==> config.mk <==
export PLATFORM = sky130hd
export DESIGN_NAME = rssb_core
export DESIGN_NICKNAME = d
export VERILOG_FILES = /design/src/rtl/rssb_pkg.sv /design/src/rtl/rssb_ctrl.sv /design/src/rtl/rssb_datapath.sv /design/src/rtl/rssb_core.sv
export SDC_FILE = /design/constraint.sdc
export NUM_CORES = 1
export LEC_CHECK = 0
export ABC_CLOCK_PERIOD_IN_PS = 12500
export BUFFER_PORTS_ARGS = -buffer_cell sky130_fd_sc_hd__buf_2
export CAP_MARGIN = 10
export CORE_AREA = 2 2 151 153
export DETAILED_ROUTE_END_ITERATION = 12
export DIE_AREA = 0 0 153 155
export PLACE_DENSITY = 0.75
export SETUP_SLACK_MARGIN = 0.15
export SLEW_MARGIN = 10
export SYNTH_ARGS = -nofsm -noshare
export SYNTH_HDL_FRONTEND = slang
export SYNTH_HIERARCHICAL = 1
export SYNTH_SLANG_ARGS = --single-unit
==> constraint.sdc <==
create_clock -name clk -period 12.5 [get_ports clk]
set_clock_uncertainty 0.05 [all_clocks]
set_input_delay 3.125 -clock clk [delete_from_list [all_inputs] [get_ports clk]]
set_output_delay 3.125 -clock clk [all_outputs]
set_load 0.05 [all_outputs]
==> src/rtl/rssb_pkg.sv <==
package rssb_pkg;

  typedef enum logic [1:0] {
    PH_FETCH,
    PH_READ,
    PH_WRITE,
    PH_HALT
  } phase_t;

  // Strobes from control to datapath
  typedef struct packed {
    logic read;   // operand arrives, data address driven
    logic write;  // result committed
  } strobe_t;

  localparam int unsigned MAP_PC   = 0;
  localparam int unsigned MAP_ACC  = 1;
  localparam int unsigned MAP_OUT  = 3;
  localparam int unsigned MAP_HALT = 4;
  localparam int unsigned RESET_PC = 5;  // also the first ordinary memory word

endpackage

==> src/rtl/rssb_ctrl.sv <==
module rssb_ctrl
  import rssb_pkg::*;
(
  input  logic    clk,
  input  logic    rst,
  input  logic    haltReq,
  output strobe_t strobe,
  output logic    halted
);

  phase_t phase;

  always_ff @(posedge clk) begin
    if (rst) begin
      phase <= PH_FETCH;
    end else begin
      case (phase)
        PH_FETCH: phase <= PH_READ;
        PH_READ:  phase <= PH_WRITE;
        PH_WRITE: phase <= haltReq ? PH_HALT : PH_FETCH;
        default:  phase <= PH_HALT;
      endcase
    end
  end

  always_comb begin
    strobe.read  = (phase == PH_READ);
    strobe.write = (phase == PH_WRITE);
    halted       = (phase == PH_HALT);
  end

  AST_HALT_STICKY: assert property (@(posedge clk) disable iff (rst)
    halted |=> halted);

endmodule

==> src/rtl/rssb_datapath.sv <==
module rssb_datapath
  import rssb_pkg::*;
#(
  parameter int WORD_W = 32,
  parameter int CNT_W  = 32
) (
  input  logic              clk,
  input  logic              rst,
  input  strobe_t           strobe,
  input  logic [WORD_W-1:0] memRdata,
  output logic [WORD_W-1:0] memAddr,
  output logic              memWe,
  output logic [WORD_W-1:0] memWdata,
  output logic [WORD_W-1:0] outData,
  output logic              outValid,
  output logic [CNT_W-1:0]  retired,
  output logic              haltReq
);

  localparam logic [WORD_W-1:0] A_PC    = WORD_W'(MAP_PC);
  localparam logic [WORD_W-1:0] A_ACC   = WORD_W'(MAP_ACC);
  localparam logic [WORD_W-1:0] A_OUT   = WORD_W'(MAP_OUT);
  localparam logic [WORD_W-1:0] A_HALT  = WORD_W'(MAP_HALT);
  localparam logic [WORD_W-1:0] A_START = WORD_W'(RESET_PC);

  logic [WORD_W-1:0] pc, acc, opReg;
  logic [WORD_W-1:0] fetchWord, srcVal, diff;
  logic              borrow, opMapped;
  logic              pastOk;

  // Mapped view of a word: core state for the low addresses, memory elsewhere
  function automatic logic [WORD_W-1:0] mapRead(
    input logic [WORD_W-1:0] addr,
    input logic [WORD_W-1:0] raw,
    input logic [WORD_W-1:0] pcNow,
    input logic [WORD_W-1:0] accNow
  );
    if (addr == A_PC)                        return pcNow;
    else if (addr == A_ACC)                  return accNow;
    else if (addr == A_OUT || addr == A_HALT) return '0;
    else                                      return raw;
  endfunction

  always_comb begin
    fetchWord = mapRead(pc, memRdata, pc, acc);
    srcVal    = mapRead(opReg, memRdata, pc, acc);
    diff      = srcVal - acc;
    borrow    = acc > srcVal;
    opMapped  = opReg < A_START;
    if (strobe.read)       memAddr = fetchWord;
    else if (strobe.write) memAddr = opReg;
    else                   memAddr = pc;
    memWe    = strobe.write && !opMapped;
    memWdata = diff;
    haltReq  = strobe.write && (opReg == A_HALT);
  end

  always_ff @(posedge clk) begin
    if (rst) begin
      pc       <= A_START;
      acc      <= '0;
      opReg    <= '0;
      outData  <= '0;
      outValid <= 1'b0;
      retired  <= '0;
      pastOk   <= 1'b0;
    end else begin
      pastOk   <= 1'b1;
      outValid <= 1'b0;
      if (strobe.read) opReg <= fetchWord;
      if (strobe.write) begin
        acc     <= diff;
        retired <= retired + CNT_W'(1);
        if (opReg == A_PC) pc <= diff;
        else               pc <= pc + (borrow ? WORD_W'(2) : WORD_W'(1));
        if (opReg == A_OUT) begin
          outData  <= diff;
          outValid <= 1'b1;
        end
      end
    end
  end

  AST_MAPPED_NO_WRITE: assert property (@(posedge clk) disable iff (rst)
    memWe |-> memAddr >= A_START);

  AST_OUT_PULSE: assert property (@(posedge clk) disable iff (rst)
    outValid |=> !outValid);

  AST_RETIRE_STEP: assert property (@(posedge clk) disable iff (rst)
    (pastOk && retired != $past(retired)) |-> retired == $past(retired) + CNT_W'(1));

  AST_SKIP_ON_BORROW: assert property (@(posedge clk) disable iff (rst)
    (strobe.write && opReg != A_PC && borrow) |=> pc == $past(pc) + WORD_W'(2));

  AST_PC_JUMP: assert property (@(posedge clk) disable iff (rst)
    (strobe.write && opReg == A_PC) |=> pc == $past(diff));

endmodule

==> src/rtl/rssb_core.sv <==
module rssb_core
  import rssb_pkg::*;
#(
  parameter int WORD_W = 32,
  parameter int CNT_W  = 32
) (
  input  logic              clk,
  input  logic              rst,
  output logic [WORD_W-1:0] memAddr,
  output logic              memWe,
  output logic [WORD_W-1:0] memWdata,
  input  logic [WORD_W-1:0] memRdata,
  output logic [WORD_W-1:0] outData,
  output logic              outValid,
  output logic              halted,
  output logic [CNT_W-1:0]  retired
);

  strobe_t strobe;
  logic    haltReq;

  rssb_ctrl u_ctrl (
    .clk    (clk),
    .rst    (rst),
    .haltReq(haltReq),
    .strobe (strobe),
    .halted (halted)
  );

  rssb_datapath #(
    .WORD_W(WORD_W),
    .CNT_W (CNT_W)
  ) u_dp (
    .clk     (clk),
    .rst     (rst),
    .strobe  (strobe),
    .memRdata(memRdata),
    .memAddr (memAddr),
    .memWe   (memWe),
    .memWdata(memWdata),
    .outData (outData),
    .outValid(outValid),
    .retired (retired),
    .haltReq (haltReq)
  );

  AST_HALTED_QUIET: assert property (@(posedge clk) disable iff (rst)
    halted |-> !memWe);

endmodule

==> reports/qor.yml, run 1 <==
ys_ff_latch: 163
numCtsBuffers: 17
cellLeakagePower_nw: 4.890
syn_nets: 1607
track_usage_pct: 28.08
p_clk_share_pct: 28.8
hold_viol: 0
synth-edff-count: 0
viasPerCell: 5.855
power_frac_comb_pct: 41.3
final_antenna_net_count: 0
die_h_um: 155
worst_pin_slew_ns: 1.107
cp-start-kind: "flop"
worst_setup_path_end_kind: "output port"
cts_setup_buffers: 0
htree_levels: 4
antenna_found_initial: 0
grt_max_degree: 108
num_antenna_cells: 0
yosysWarnings: 6
clkTransAtPathRegs_ns: 0.07
first_global_vias: 10300
cts-root-buf: "clkbuf_16"
switchingPower_mw: 0.8264
synth_area_um2: 10870
synth-main-ff-cell: "dfxtp_1"
chipWidth_um: 153
status: "completed"
power_frac_seq_pct: 29.9
layout_common_cells: "292 x nand2_1, 163 x buf_2, 163 x dfxtp_1, 153 x nor2_1, 148 x o21ai_0"
groute.layer.met3.usage_pct: 5.181
routedWlPerCell_um: 17.63
switching_share_pct: 43.47
synthToLayoutAreaGrowth_pct: 13.53
port_buffers: 164
p_total_mw: 1.901
p_int_mw: 1.074
relSlewSlack_pct: 26.21
worstPathRequired_ns: 9.32
hp-start: "u_dp/outData[1]"
final_common_cell: "nand2_1"
async_reset_ff_share_pct: 0
synth_area_leaders: "dfxtp_1 30%, nand2_1 10%, o21ai_0 6.8%"
fin_nets: 1703
power.density_nw_per_um2: 154.1
clk_latency_ns: 0.43
rsz0062_at_grt: "false"
synth_cells: 1536
yosys.area.top_type_share_pct: 30.03
grt_util_met1_pct: 36.73
cts_tree: "yes"
die-area_um2: 23720
cts-hold-fix-buffers: 0
vdd_ir_drop_max_v: 0.0001365
critical_path_arrival_ns: 6.44
gp_congestion: 0.9937
hp-class: "flop to flop"
drive_above_1_share_pct: 14.35
syn_area_per_cell_um2: 7.074
ys_seq_area_share_pct: 30.03
max_cap_violations: 0
grt_pass1_wl_um: 54190
regToRegStartpoint: "u_dp/opReg[6]"
fin_tns_setup_ns: 0
use_met2_pct: 45.89
finalWirelength_um: 34030
grt_busiest_layer: "met2"
slew_viol_final: 0
crit_type: "flop to output port"
crit_fanout: 38
start_util_pct: 48.88
grt_overflow: 0
fin_crit_ns: 9.614
core_um2: 22230
period_share_pct: 76.91
rows: 55
cts.sinks: 163
route.detailed.drc: 0
clk_path_buf_depth: 2
ioPinCount: 165
cts_resized: 0
hpwl_um: 24160
fmax_ghz: 0.1040
ys_types: 76
setup_viol: 0
startpoint: "u_dp/opReg[6]"
vias: 11300
drt-pass1-iter-count: 5
initialDrtViolationCount: 1055
yosysTopAreaCell: "dfxtp_1"
area by class of cell:
class                      count  area [um^2]
tap                          285        356.6
fill                        2154         9892
sequential                   163         3263
multi-input combinational   1217         6983
clock inverter                12        155.1
timing repair buffer         177        920.9
clock buffer                  20        446.7
inverter                      56        210.2
kinds of logic after synthesis:
logic type | Yosys count | synth area share [%]
AOI/OAI and AO/OA | 403 | 21.71
adders and majority gates | 37 | 4.399
buffers and inverters | 156 | 5.769
xor gates and xnor gates | 54 | 4.422
and+or+nand+nor | 667 | 28.51
DFF | 163 | 30.03
muxes | 56 | 5.159
cells in the mapped netlist (all sizes together) (6+ instances only):
master   instances
a2111oi          6
a211oi          13
a21o            12
a21oi          139
a22oi            8
a31oi            7
and2             7
and3            20
and4             6
buf             35
clkbuf          65
dfxtp          163
ha              35
inv             56
mux2i           56
nand2          293
nand2b          45
nand3           32
nand3b          16
nand4           12
nor2           154
nor2b            6
nor3            27
nor3b            8
nor4            17
o21a             7
o21ai          153
o22ai            7
o31ai            6
or2              6
or3             11
xnor2           29
xor2            25
registers in the layout (all words and copies together) (netlist names):
name,cells
u_dp/acc,32
u_dp/opReg,32
u_dp/outData,32
u_dp/pc,32
u_dp/retired,32
u_ctrl/phase,2
u_dp/outValid,1
routing by layer:
| metal | routed length [um] | share of wire, % | vias up |
|---|---|---|---|
| li1 | - | - | 5492 |
| met1 | 14780 | 43 | 5319 |
| met2 | 15790 | 46 | 416 |
| met3 | 2240 | 6.6 | 74 |
| met4 | 1214 | 3.6 | 0 |
| met5 | 0 | 0 | - |
worst max-delay path, cell delays in order (launching register included):
cell	delay, ns
dfxtp_1	0.33
nor4_1	0.45
nand2_1	0.23
nor4_4	0.56
nand3b_2	0.22
nor2_4	0.53
buf_4	0.48
o211ai_1	0.15
o21ai_0	0.13
ha_1	0.24
inv_1	0.06
fa_1	0.42
a211oi_1	0.28
o21ai_0	0.22
nand3_1	0.18
nand4_1	0.18
a31oi_1	0.48
o31ai_1	0.16
xnor2_1	0.37
inv_1	0.08
buf_2	0.22
stage by stage:
stage          hold slack [ns]  area (um^2)  std cells  util [%]  setup WS [ns]
2_1_floorplan           0.4094        10870       1536         -          3.571
3_3_place_gp            0.3852        11730       1898     52.79          3.031
3_5_place_dp            0.3898        11730       1898     52.79          3.004
4_1_cts                 0.3993        12340       1930     55.50          2.983
5_1_grt                 0.4265        12340       1930     55.50          2.528
6_report                0.3981        12340       1930     55.50          2.886
path summary, 6_finish.rpt:
kind,cells past startpoint,endpoint,slack (ns)
setup / recovery,20,memWdata[28],2.89
hold / removal,2,u_dp/outData[1],0.40
setup reg to reg,30,u_dp/pc[28],3.75
hold reg to reg,2,u_dp/outData[1],0.40
power groups by stage:
| stage | clock (mW) | sequential (mW) | combinational [mW] |
|---|---|---|---|
| 4_1_cts | 0.556 | 0.567 | 0.779 |
| 5_1_grt | 0.579 | 0.570 | 0.840 |
| 2_1_floorplan | 0 | 0.570 | 0.595 |
| 3_5_place_dp | 0 | 0.578 | 0.775 |
| 6_report | 0.548 | 0.567 | 0.785 |
| 3_3_place_gp | 0 | 0.577 | 0.770 |
Power figures use the tool's default switching activity.
==> inputs of run 2 (changes only) <==
--- a/config.mk
+++ b/config.mk
@@ -5,13 +5,13 @@
 export SDC_FILE = /design/constraint.sdc
 export NUM_CORES = 1
 export LEC_CHECK = 0
-export ABC_CLOCK_PERIOD_IN_PS = 12500
+export ABC_CLOCK_PERIOD_IN_PS = 8000
 export BUFFER_PORTS_ARGS = -buffer_cell sky130_fd_sc_hd__buf_2
 export CAP_MARGIN = 10
 export CORE_AREA = 2 2 151 153
 export DETAILED_ROUTE_END_ITERATION = 12
 export DIE_AREA = 0 0 153 155
-export PLACE_DENSITY = 0.75
+export PLACE_DENSITY = 0.77
 export SETUP_SLACK_MARGIN = 0.15
 export SLEW_MARGIN = 10
 export SYNTH_ARGS = -nofsm -noshare
==> constraint.sdc (replaced) <==
create_clock -name clk -period 8 [get_ports clk]
set_clock_uncertainty 0.05 [all_clocks]
set_input_delay 2 -clock clk [delete_from_list [all_inputs] [get_ports clk]]
set_output_delay 2 -clock clk [all_outputs]
set_load 0.05 [all_outputs]
==> run 2 against run 1 <==
  * Sequential power increased by 57%
  * Via count grew 2.2%
  * Combinational power up 63%
  * Routed wire length rose by 1.8%
  * Clock power increased by 66%
  * Flip-flop and latch count did not move
  * Power increased by 62%
  * Critical path depth stayed put
  * Register-to-register slack got worse by 3.0 ns
  * Critical path type unchanged
  * Highest routed layer unchanged
==> reports/qor.yml, run 2 (synthesis gave the netlist of run 1 again) <==
chipWidth_um: 153
fin_tns_setup_ns: 0
htree_levels: 4
cts-root-buf: "clkbuf_16"
antenna_found_initial: 0
gp_congestion: 0.9232
finalWirelength_um: 34630
viasPerCell: 5.948
rsz0062_at_grt: "false"
core_um2: 22230
cts.sinks: 163
drt-pass1-iter-count: 5
routedWlPerCell_um: 17.84
worst_pin_slew_ns: 1.228
final_common_cell: "nand2_1"
die-area_um2: 23720
path_cells: "nor4_1 -> nand2_1 -> nor4_4 -> buf_4 -> nand2_2 -> buf_4 -> nand2_1 -> nor2_1 -> a211oi_1 -> a21oi_1 -> ha_1 -> nand2b_1 -> a21oi_2 -> o41ai_1 -> nand3_1 -> a31o_2 -> a21oi_1 -> xor2_1 -> inv_1 -> buf_2"
final_antenna_net_count: 0
track_usage_pct: 27.94
max_stage_delay_ns: 0.58
num_antenna_cells: 0
fin_nets: 1714
cellLeakagePower_nw: 4.973
worst_setup_path_end_kind: "output port"
hp-class: "flop to flop"
fmax_ghz: 0.1338
critical_path_arrival_ns: 5.42
status: "completed"
crit_type: "flop to output port"
power.density_nw_per_um2: 246.5
fin_crit_ns: 7.474
crit_fanout: 21
synthToLayoutAreaGrowth_pct: 15.13
cts_tree: "yes"
hold_viol: 0
worstPathRequired_ns: 5.95
fillCellCount: 2097
port_buffers: 164
die_h_um: 155
clkTransAtPathRegs_ns: 0.07
relSlewSlack_pct: 18.11
multi_input_area_um2: 7017
rows: 55
grt_pass1_wl_um: 53950
period_share_pct: 93.42
route.detailed.drc: 0
setup_viol: 0
cp-start-kind: "flop"
r2r_setup_slack_ns: 0.73
hpwl_um: 24470
grt_max_degree: 128
first_global_vias: 10250
holdWs_ns: 0.4020
crit_slowest_cell: "o41ai_1"
clk_path_buf_depth: 2
clk_latency_ns: 0.44
start_util_pct: 48.88
grt_overflow: 0
drive_above_1_share_pct: 15.28
initialDrtViolationCount: 1307
numCtsBuffers: 17
ff_latch_area_um2: 3263
ioPinCount: 165
max_cap_violations: 0
slew_viol_final: 0
layout_common_cells: "291 x nand2_1, 163 x buf_2, 163 x dfxtp_1, 153 x nor2_1, 147 x o21ai_0"
vdd_ir_drop_max_v: 0.0001399
vias: 11550
-- run 2: worst paths after layout --
check	start	to	cells past startpoint
worst max-delay path	u_dp/opReg[31]	memWdata[25]	20
worst min-delay path	u_dp/outData[21]	u_dp/outData[21]	2
worst max register to register	u_dp/opReg[31]	u_dp/pc[30]	31
worst min register to register	u_dp/outData[21]	u_dp/outData[21]	2
-- run 2: final cells by class --
type	count	area share (%)
Multi-Input combinational cell	1217	56.09
Clock inverter	15	1.740
Clock buffer	17	3.401
Inverter	56	1.680
Sequential cell	163	26.09
Timing Repair Buffer	188	8.152
Tap cell	285	2.851
-- run 2: per-layer routing --
metal  vias up  track usage (%)  routed length, um
li1       5518                -                  -
met1      5367            35.93              14160
met2       558            45.18              15990
met3       103            4.735               2844
met4         0            14.64               1637
met5         -                0                  0
-- run 2: repair_timing --
action,4_1_cts,5_1_grt
setup endpoints to repair,0,12
gates resized for setup,0,8
setup buffers,0,2
hold buffers,0,0
endpoints found under the hold margin,0,0
-- run 2: worst max-delay path: cells and delay by family, from the launching register on --
kind,cells,cell delay [ns]
AND/OR/NAND/NOR,8,1.59
AO/OA/AOI/OAI,6,1.50
buffers and inverters,4,0.79
XOR/XNOR,1,0.40
flip-flops,1,0.39
adder cells (fa/ha/maj),1,0.30
-- run 2: through the flow --
stage | std cells | cell area (um^2) | power [mW] | util, % | setup slack, ns
final | 1941 | 12510 | 3.083 | 56.28 | 0.5264
after global routing | 1941 | 12510 | 3.211 | 56.28 | 0.1646
after detailed placement | 1907 | 11810 | 2.154 | 53.15 | 0.4099
after CTS | 1939 | 12460 | 3.066 | 56.04 | 0.1963
after global placement | 1907 | 11810 | 2.142 | 53.15 | 0.5306
after floorplan | 1536 | 10870 | 1.822 | - | 1.321
-- run 2: where the power goes --
| part | internal, mW | switching, mW |
|---|---|---|
| Clock | 0.532 | 0.378 |
| Combinational | 0.363 | 0.922 |
| Sequential | 0.845 | 0.0423 |
==> inputs of run 3 (changes only) <==
--- a/config.mk
+++ b/config.mk
@@ -8,10 +8,10 @@
 export ABC_CLOCK_PERIOD_IN_PS = 8000
 export BUFFER_PORTS_ARGS = -buffer_cell sky130_fd_sc_hd__buf_2
 export CAP_MARGIN = 10
-export CORE_AREA = 2 2 151 153
+export CORE_AREA = 2 2 147 149
 export DETAILED_ROUTE_END_ITERATION = 12
-export DIE_AREA = 0 0 153 155
-export PLACE_DENSITY = 0.77
+export DIE_AREA = 0 0 149 151
+export PLACE_DENSITY = 0.81
 export SETUP_SLACK_MARGIN = 0.15
 export SLEW_MARGIN = 10
 export SYNTH_ARGS = -nofsm -noshare
==> run 3 against run 2 <==
  * Fmax decreased by 0.21%
  * Sequential share of layout area is 0.18 points higher
  * Sequential power is essentially flat
  * Core utilization up 3.4 points
  * Non-clock buffer count up 2
  * Flip-flop and latch count stayed put
  * Combinational power hardly changed
  * Global-route usage is 1.7 points higher
  * Power fell by 4.3%
  * Setup slack worse by 0.016 ns
  * First-iteration DRC count shrank 9.5%
  * Largest power group unchanged
  * Highest routed layer unchanged
==> reports/qor.yml, run 3 (synthesis gave the netlist of run 1 again) <==
status: "completed"
synthToLayoutAreaGrowth_pct: 14.35
groute.layer.met3.usage_pct: 4.819
port_buffers: 164
layout_common_cells: "291 x nand2_1, 163 x buf_2, 163 x dfxtp_1, 153 x nor2_1, 146 x o21ai_0"
max_cap_violations: 0
worst_setup_path_end_kind: "output port"
gp_congestion: 0.9513
hpwl_um: 24380
power.density_nw_per_um2: 237.6
hp-class: "flop to flop"
fin_nets: 1717
fin_crit_ns: 7.490
route.detailed.drc: 0
crit_family: "simple AND/OR/NAND/NOR gates"
clk_path_buf_depth: 2
use_met2_pct: 48.41
num_antenna_cells: 0
numCtsBuffers: 17
routedWlPerCell_um: 17.67
grt_util_met1_pct: 37.59
cp-start-kind: "flop"
max_stage_delay_ns: 0.42
die_h_um: 151
finalWirelength_um: 34180
track_usage_pct: 29.65
initialDrtViolationCount: 1183
rsz0062_at_grt: "false"
relSlewSlack_pct: 29.61
cts_tree: "yes"
final_util_pct: 59.67
drive_above_1_share_pct: 15.49
slew_viol_final: 0
crit_slowest_cell: "ha_1"
vias: 11600
htree_levels: 4
crit_fanout: 26
fmax_ghz: 0.1335
final_common_cell: "nand2_1"
crit_type: "flop to output port"
setup_viol: 0
fin_tns_setup_ns: 0
cts.sinks: 163
period_share_pct: 93.62
cts-root-buf: "clkbuf_16"
fillCellCount: 1981
drt-pass1-iter-count: 6
grt_pass1_wl_um: 53340
first_global_vias: 10340
cellLeakagePower_nw: 4.957
start_util_pct: 52.18
chipWidth_um: 149
rows: 53
vdd_ir_drop_max_v: 0.0001461
grt_overflow: 0
antenna_found_initial: 0
worstPathRequired_ns: 5.95
critical_path_arrival_ns: 5.44
path_cells: "nor4_1 -> nand2_1 -> nor4_4 -> buf_4 -> nand3b_2 -> nor2_4 -> buf_4 -> buf_4 -> a21oi_1 -> o21ai_1 -> ha_1 -> a21oi_1 -> o21ai_0 -> nor2_1 -> nand3_1 -> a31o_2 -> a21oi_1 -> xor2_1 -> inv_1 -> buf_2"
grt_busiest_layer: "met2"
hold_viol: 0
viasPerCell: 5.996
clkTransAtPathRegs_ns: 0.07
grt_max_degree: 83
final_antenna_net_count: 0
core_um2: 20820
clk_latency_ns: 0.44
ioPinCount: 165
worst_pin_slew_ns: 1.056
die-area_um2: 22500
cp_num_buf_inv: 5
[run 3: cell count changes in the layout (fill, tap and decap cells not counted), sizes merged]
cell	delta
clkbuf	+1
inv	-3
clkinvlp	-1
nor2	+1
bufinv	-3
clkinv	+6
buf	+2
[run 3: metal layers]
layer | vias to the layer above | wire length [um] | part of all wire (%)
met5 | - | 0 | 0
met4 | 0 | 1863 | 5.5
met3 | 109 | 2672 | 7.8
met2 | 544 | 15690 | 46
met1 | 5414 | 13950 | 41
li1 | 5530 | - | -
[run 3: path summary, 6_finish.rpt]
check,from,end,slack [ns],depth (start not counted)
max,u_dp/opReg[31],memWdata[25],0.51,20
min,u_dp/outData[17],u_dp/outData[17],0.40,2
max reg2reg,u_dp/opReg[31],u_dp/pc[30],0.65,30
min reg2reg,u_dp/outData[17],u_dp/outData[17],0.40,2
[run 3: power breakdown]
part | switching (mW) | leakage (nW) | internal (mW)
combinational | 0.913 | 3.36 | 0.353
sequential | 0.0428 | 1.32 | 0.846
clock | 0.364 | 0.274 | 0.433
[run 3: timing repair]
| action | in CTS | in global routing |
|---|---|---|
| resized for setup | 0 | 9 |
| hold buffers | 0 | 0 |
| buffers inserted | 0 | 6 |
| setup endpoints to repair | 0 | 18 |
[run 3: worst register-to-register path: cells and delay by family, from the launching register on]
| family | cells | cell delay (ns) |
|---|---|---|
| and+or+nand+nor | 16 | 3.78 |
| AOI/OAI and AO/OA | 8 | 1.60 |
| buffers and inverters | 3 | 0.45 |
| DFF | 1 | 0.37 |
| adders and majority gates | 3 | 1.03 |
[run 3: cell type report]
cell class                 instances  area (um^2)  area share (%)
multi-input combinational       1218         7028           56.57
sequential                       163         3263           26.26
timing repair buffer             190         1018           8.197
clock buffer                      18        429.2           3.454
tap                              275        344.1           2.769
inverter                          56        210.2           1.692
clock inverter                    14        131.4           1.057
[run 3: stage by stage]
step	area [um^2]	instances	setup WS, ns	total power, mW	hold slack [ns]
after floorplan	10870	1536	1.321	1.822	0.4094
after detailed placement	11770	1895	0.4402	2.134	0.3913
after CTS	12330	1927	0.1984	2.931	0.4007
final	12420	1934	0.5104	2.952	0.3955
after global routing	12420	1934	0.1576	3.088	0.4284
after global placement	11770	1895	0.5913	2.119	0.3845
